==> config.mk <==
export PLATFORM = sky130hd
export DESIGN_NAME = icycle_seq
export DESIGN_NICKNAME = d
export VERILOG_FILES = /design/src/rtl/icycle_seq.sv
export SDC_FILE = /design/constraint.sdc
export NUM_CORES = 1
export LEC_CHECK = 0
export BUFFER_PORTS_ARGS = -buffer_cell sky130_fd_sc_hd__buf_2
export CAP_MARGIN = 40
export CORE_MARGIN = 10
export CORE_UTILIZATION = 51
export DETAILED_ROUTE_END_ITERATION = 7
export MAX_ROUTING_LAYER = met4
export PLACE_DENSITY = 0.81
export RECOVER_POWER = 25
export SLEW_MARGIN = 20
export SYNTH_ARGS = -nofsm -noshare
export SYNTH_HDL_FRONTEND = slang
export SYNTH_SLANG_ARGS = --single-unit
==> constraint.sdc <==
create_clock -name clk -period 2.6 [get_ports clk]
set_input_delay 0.13 -clock clk [delete_from_list [all_inputs] [get_ports clk]]
set_output_delay 0.13 -clock clk [all_outputs]
set_load 0.1 [all_outputs]
==> src/rtl/icycle_seq.sv <==
module icycle_seq #(
  parameter int AW = 8,
  parameter int DW = 16,
  parameter int CW = 3,
  parameter int INC = 1,
  parameter int HANDLER = 240
) (
  input  logic          clk,
  input  logic          rst,
  output logic          mem_req,
  output logic          mem_we,
  output logic [AW-1:0] mem_addr,
  output logic [DW-1:0] mem_wdata,
  input  logic [DW-1:0] mem_rdata,
  input  logic          mem_rdy,
  output logic          io_sel,
  output logic [DW-1:0] instr,
  input  logic [1:0]    dec_cls,
  input  logic          dec_rd,
  input  logic          dec_wr,
  input  logic          dec_ret,
  input  logic [CW-1:0] dec_cnt,
  input  logic [AW-1:0] dec_src,
  input  logic [AW-1:0] dec_dst,
  output logic [DW-1:0] opnd_data,
  input  logic [DW-1:0] dp_result,
  input  logic          irq,
  output logic          irq_ack,
  output logic [7:0]    phase
);
  typedef enum logic [2:0] {S_IAC, S_IF, S_IOD, S_OAC, S_OF, S_DO, S_OS, S_INT} st_t;

  st_t st, nx;
  logic nx_store, st_store, adv;
  logic [AW-1:0] pc, oaddr, shadow, tgt;
  logic [CW-1:0] idx;
  logic redir, ret_pend, in_hdl;

  wire last = (idx == dec_cnt) || !(dec_rd || dec_wr);
  wire take = irq && !in_hdl;
  wire [AW-1:0] seq_pc = pc + AW'(INC);

  always_comb begin
    nx = st;
    nx_store = 1'b0;
    adv = 1'b0;
    case (st)
      S_IAC: nx = S_IF;
      S_IF:  if (mem_rdy) nx = S_IOD;
      S_IOD: begin
        if (dec_cls == 2'b11) nx = S_INT;
        else if (dec_rd) nx = S_OAC;
        else if (dec_cls == 2'b10) nx = S_DO;
        else if (dec_wr) begin nx = S_OAC; nx_store = 1'b1; end
        else nx = S_INT;
      end
      S_OAC: nx = st_store ? S_OS : S_OF;
      S_OF: if (mem_rdy) begin
        if (dec_cls == 2'b10) nx = S_DO;
        else if (dec_wr) begin nx = S_OAC; nx_store = 1'b1; end
        else begin nx = last ? S_INT : S_OAC; adv = !last; end
      end
      S_DO: begin
        if (dec_wr) begin nx = S_OAC; nx_store = 1'b1; end
        else begin nx = last ? S_INT : S_OAC; adv = !last; end
      end
      S_OS: if (mem_rdy) begin
        nx = last ? S_INT : S_OAC;
        nx_store = !dec_rd;
        adv = !last;
      end
      S_INT: nx = S_IAC;
      default: nx = S_IAC;
    endcase
  end

  always_ff @(posedge clk) begin
    if (rst) begin
      st <= S_IAC;
      st_store <= 1'b0;
      pc <= '0;
      tgt <= '0;
      redir <= 1'b1;
      ret_pend <= 1'b0;
      in_hdl <= 1'b0;
      shadow <= '0;
      oaddr <= '0;
      idx <= '0;
      instr <= '0;
      opnd_data <= '0;
    end else begin
      st <= nx;
      if (nx == S_OAC) st_store <= nx_store;
      if (adv) idx <= idx + 1'b1;
      case (st)
        S_IAC: begin
          pc <= ret_pend ? shadow : (redir ? tgt : seq_pc);
          redir <= 1'b0;
          ret_pend <= 1'b0;
          if (ret_pend) in_hdl <= 1'b0;
        end
        S_IF: if (mem_rdy) instr <= mem_rdata;
        S_IOD: begin
          idx <= '0;
          if (dec_cls == 2'b11) begin
            if (dec_ret) ret_pend <= 1'b1;
            else begin redir <= 1'b1; tgt <= dec_src; end
          end
        end
        S_OAC: oaddr <= (st_store ? dec_dst : dec_src) + AW'(idx);
        S_OF: if (mem_rdy) opnd_data <= mem_rdata;
        S_INT: if (take) begin
          shadow <= redir ? tgt : seq_pc;
          redir <= 1'b1;
          tgt <= AW'(HANDLER);
          in_hdl <= 1'b1;
        end
        default: ;
      endcase
    end
  end

  assign phase = 8'(1) << st;
  assign mem_req = (st == S_IF) || (st == S_OF) || (st == S_OS);
  assign mem_we = (st == S_OS);
  assign mem_addr = (st == S_IF) ? pc : oaddr;
  assign mem_wdata = (dec_cls == 2'b10) ? dp_result : opnd_data;
  assign io_sel = (dec_cls == 2'b01) && ((st == S_OF) || (st == S_OS));
  assign irq_ack = (st == S_INT) && take;


  mem_hold_chk: assert property (@(posedge clk) disable iff (rst)
    mem_req && !mem_rdy |=> mem_req && $stable(mem_addr) && $stable(phase));

  do_single_chk: assert property (@(posedge clk) disable iff (rst)
    phase[5] |=> !phase[5]);

  iac_single_chk: assert property (@(posedge clk) disable iff (rst)
    phase[0] |=> phase[1]);

  ack_valid_chk: assert property (@(posedge clk) disable iff (rst)
    irq_ack |-> irq && phase[7]);

  handler_fetch_chk: assert property (@(posedge clk) disable iff (rst)
    irq_ack |=> ##1 (mem_req && !mem_we && mem_addr == AW'(HANDLER)));
endmodule

# ---- Yosys cells after proc, flatten, opt, wreduce, memory -nomap -nowiden
# Index checks and enable logic that the tools add are counted.
dict set report word_totals {
  ff_bits 74
  inputBits 60
  output_inout_bits 68
  wordCells 100
}
dict set report classes {
  addsub 3
  eq_ne 17
  n_shift 1
  n_mux 42
  reduce_logical 25
}
# operator count
set ops {}
lappend ops {{8-bit 2-to-1 mux} 7}
lappend ops {{3-bit 2-to-1 mux} 10}
lappend ops {{3-bit case mux with 8 select lines} 1}
lappend ops {{1-bit 2-to-1 mux} 16}
lappend ops {{16-bit 2-to-1 mux} 1}
lappend ops {{8-bit case mux with 2 select lines} 1}
lappend ops {{3-bit == test (second input constant)} 4}
lappend ops {{2-bit != test (second input constant)} 5}
lappend ops {{3-bit by 2-bit == test with 1-bit output (second input constant)} 3}
lappend ops {{8-bit by 1-bit adder with 8-bit output (second input constant)} 1}
lappend ops {{8-bit by 3-bit adder with 8-bit output} 1}
lappend ops {{4-bit AND reduction} 2}
lappend ops {{1-bit by 3-bit << shifter with 8-bit output (first input constant)} 1}
lappend ops {{1-bit case mux with 3 select lines} 2}
lappend ops {{2-bit AND reduction} 3}
lappend ops {{3-bit AND reduction} 2}
lappend ops {{2-bit nonzero test} 3}
lappend ops {{1-bit logical OR} 5}
lappend ops {{2-bit == test (second input constant)} 2}
lappend ops {{1-bit zero test} 4}
lappend ops {{1-bit case mux with 2 select lines} 2}
lappend ops {{1-bit case mux with 4 select lines} 1}
lappend ops {{3-bit by 1-bit adder with 3-bit output (second input constant)} 1}
lappend ops {{3-bit by 1-bit == test with 1-bit output (second input constant)} 1}
lappend ops {{other kinds (7)} 9}

# ---- Longest topological paths before layout
dict set report logic_depth {
  ltp_word 9
  mapped_depth 10
  ltp_nobuf 9
}

# ---- Least setup slack after synthesis
# Ideal clock, no wire load.
dict set report synth_timing {
  path_kind {register -> register}
  from {register st[2]}
  to {register st_store}
  setup_ns 0.058
  t_arrival_ns 3.337
  t_required_ns 2.542
  setup_slack_ns -0.795
  stages_incl_launch_ff 7
  n_path_buf 1
  period_less_slack_ns 3.395
  path_cell_list {dfxtp_1 buf_2 inv_1 nor3_1 o31ai_1 a21oi_1 mux2_2}
}
dict set report synth_via {
  elab_chain_cells 3
  word_cells_on_any_way 14
  cone_classes {eq/ne: 8; mux: 5; reduce/logical: 1}
}
# element line_no
set synth_rtl {}
lappend synth_rtl {{start, declared} 33} ;# st_t st, nx;
lappend synth_rtl {{start signal, assigned} 92} ;# st <= nx;
lappend synth_rtl {{3-bit == test, or another cell as far along} 47} ;# case (st)
lappend synth_rtl {{3-bit case mux with 8 select lines} 47}
lappend synth_rtl {{3-bit by 2-bit == test with 1-bit output} 93} ;# if (nx == S_OAC) st_store <= nx_store;
lappend synth_rtl {{end signal, assigned} 93}
lappend synth_rtl {{end, declared} 34} ;# logic nx_store, st_store, adv;
# Parallel ways exist; a longest one is shown, timed or not.
# A chain may end at the register's enable or synchronous reset.

# ---- Worst setup path after layout
dict set report layout_timing {
  from {register st_store}
  to {register oaddr[6]}
}
dict set report layout_via {
  elab_chain_cells 2
}
# element line_no
set layout_rtl {}
lappend layout_rtl {{8-bit 2-to-1 mux} 110} ;# S_OAC: oaddr <= (st_store ? dec_dst : dec_src) + AW'(idx);
lappend layout_rtl {{8-bit by 3-bit adder with 8-bit output} 110}
lappend layout_rtl {{end signal, assigned} 110}
lappend layout_rtl {{end, declared} 35} ;# logic [AW-1:0] pc, oaddr, shadow, tgt;
# Every way passes these cells.

==> run metrics <==
first-pass GRT wire length about 19000 um; Placer Congestion 0.880; Setup violations, final 0; Synth async-reset ratio 0%; CTS H-Tree Depth 3; Finished Core Util between 60 and 70%; nets ~700; Hold Crit Class input port to register; Buf/Inv on CP 1; post-route ant nets 0; GRT Overall Usage approximately a fifth; Worst Path Required between 2 and 3 ns; maximum buffer depth of the clock tree 2; outcome completed; Residual DRC 0; Tcrit/Tclk final between 80% and 90%; vias in the first global route about 3800; slowest library cell on the worst path dfxtp_1; post-synth top area share between 30% and 40%; Sequential cell area around 1500 um^2; Worst Setup Start Kind register; CTS tree done; First-pass DRT Iterations 4; Power Total 2.59 mW; drt initial violations about 170; post-synthesis average cell area roughly 7.6 um^2; Starting Density a little over half; initial antenna violation count 1; Yosys Warn Count 0; CTS clk-pin slew, worst paths around 0.080 ns; cell count along the critical path 9; sequential share of the synthesized area between 30% and 40%; die area 11400 um^2; RSZ-0062 raised after global routing no; hold slack approximately 0.019 ns; Syn Inst Count slightly above 500; peak supply drop 0.000355 V; Crit path arrival time between 2 and 3 ns; clk sinks between 70 and 80; chip height about 110 um; Die X ~110 um; critical path's largest stage delay between 0.6 and 0.7 ns; Max Freq 436 MHz; Filler cells about 660; cell taking the most area after synthesis dfxtp_1; Hold Crit Depth 3; Final Cell Area 4800 um^2; Clk Tree Root Cell clkbuf_8; number of flops mapped to enable cells by yosys 0; Post-synth top cells nand2_1 (142), dfxtp_1 (74), a21oi_1 (59); worst skew pair latency around 0.35 ns; layout cells sized above 1 23.5%; post-route minimum period between 2 and 2.5 ns; CP delay by family, top flip-flops; largest cells by area after synthesis dfxtp_1 (38%), nand2_1 (14%), a21oi_1 (7.7%), mux2_2 (4.4%), nor2_1 (2.3%); hold_buf cts 0; fin worst setup slack just over 0.3 ns; area occupied by multi-input gates ~2200 um^2; Syn Nets approximately 570; Mapped Area between 3000 and 4000 um^2; largest fanout on the critical path 12; Yosys cell types 57; Pwr Density about 540 nW/um^2; via count a little under 4000; core area 7290 um^2; pin count of the biggest net entering global routing 38; R2R Setup Slk 0.30 ns; Post-Route WL approximately 12000 um; Worst Path Class, Setup register to register; clock skew 0.00591 ns; pre-CTS setup slack between 0.4 and 0.5 ns; Yosys reg bits 74; Final Max Tran Viols 0; Worst Max-Slew Pin Slew 1.21 ns; I/O Pins between 100 and 150; Leak slightly below 2 nW; placed cell areas between 4000 and 5000 um^2; max-cap violations 0; Syn-to-layout area delta 24.6%; Slew HR 20.0%; endpoints failing hold 0; Crit. End Element register; Total Neg Setup Slack 0 ns; Register-to-Register Path Depth 9; CTS buffer count 9; cells along the critical path mux2_2, ha_1, inv_1, fa_1, nor2b_1, o2111ai_1, xor2_1, nand2_1, a21oi_1; vias per inst between 5 and 6; Placed Instances roughly 700; dominant synthesized flop cell dfxtp_1; hpwl dp between 9000 and 10000 um; GRT overflow 0; Cell Rows 31; non-filler cells, final approximately 720; most frequent cell after synthesis nand2_1; port buffer count roughly 130; routed len/inst about 16 um
-- registers in the layout, summed over array words and instances (netlist names) --
signal and count:
opnd_data 16, st_store 1, tgt 8, ret_pend 1, instr 16, st 3, shadow 8, pc 8
in_hdl 1, oaddr 8, idx 3, redir 1
-- report_power, final --
group          internal [mW]  switching, mW
clock network          0.344          0.442
logic                  0.165          0.437
registers               1.16         0.0433
-- cells in the final DEF (no fill, tap or decap), drive strengths merged, types with 2 or more instances in the layout --
cell type	n
nand2	142
buf	100
dfxtp	74
a21oi	59
clkbuf	43
nor2	24
mux2	15
nor3	15
o21ai	12
inv	12
nor2b	11
nand3	10
a211oi	9
nand2b	7
xnor2	7
nor3b	6
clkinv	6
xor2	5
o31ai	5
ha	5
nand3b	5
mux2i	4
o211ai	4
a22oi	4
and2	3
a21o	3
and3	3
or2	3
a31oi	2
o31a	2
o21bai	2
o21a	2
or3	2
-- worst min-delay path, delay by kind of cell --
kind,cells,cell delay [ns]
AO/OA/AOI/OAI,1,0.05
AND/OR/NAND/NOR,1,0.05
buffers and inverters,1,0.10
-- cell type report --
cell class | count | share of cell area (%)
multi-input cells | 386 | 45.3
flip-flops and latches | 74 | 31.0
repair buffers | 134 | 16.6
clock buffers | 9 | 2.58
well taps | 99 | 2.58
inverters | 13 | 1.02
clock inverters | 6 | 0.913
diodes | 1 | 0.0522
-- final timing paths --
path                    startpoint                      to
max          st_store$_SDFFE_PP0N_   oaddr[6]$_SDFFE_PP0P_
min                  mem_rdata[10]  instr[10]$_SDFFE_PP0P_
max reg2reg  st_store$_SDFFE_PP0N_   oaddr[6]$_SDFFE_PP0P_
min reg2reg  instr[0]$_SDFFE_PP0P_   instr[0]$_SDFFE_PP0P_
-- per-layer routing --
| layer | global-route usage (%) | part of all wire [%] |
|---|---|---|
| met1 | 22.5 | 41 |
| met2 | 34.3 | 51 |
| met3 | 4.25 | 5.7 |
| met4 | 9.96 | 2.7 |
| met5 | - | 0 |
-- timing repair --
action / 4_1_cts / 5_1_grt
endpoints found under the setup margin: 0 / 9
setup buffers: 0 / 0
gates resized for setup: 0 / 3
-- cell families (layout without fill, tap and decap cells) --
family / count (synthesis) / in the layout / synth area share, %
DFF: 74 / 74 / 38.5
adders and majority gates: 6 / 6 / 2.14
and+or+nand+nor: 235 / 235 / 27.9
muxes: 19 / 19 / 5.42
xor gates and xnor gates: 12 / 12 / 2.73
buffers and inverters: 47 / 162 / 5.36
other: 0 / 1 / 0
AOI/OAI and AO/OA: 114 / 114 / 18.0
Power figures use the tool's default switching activity.
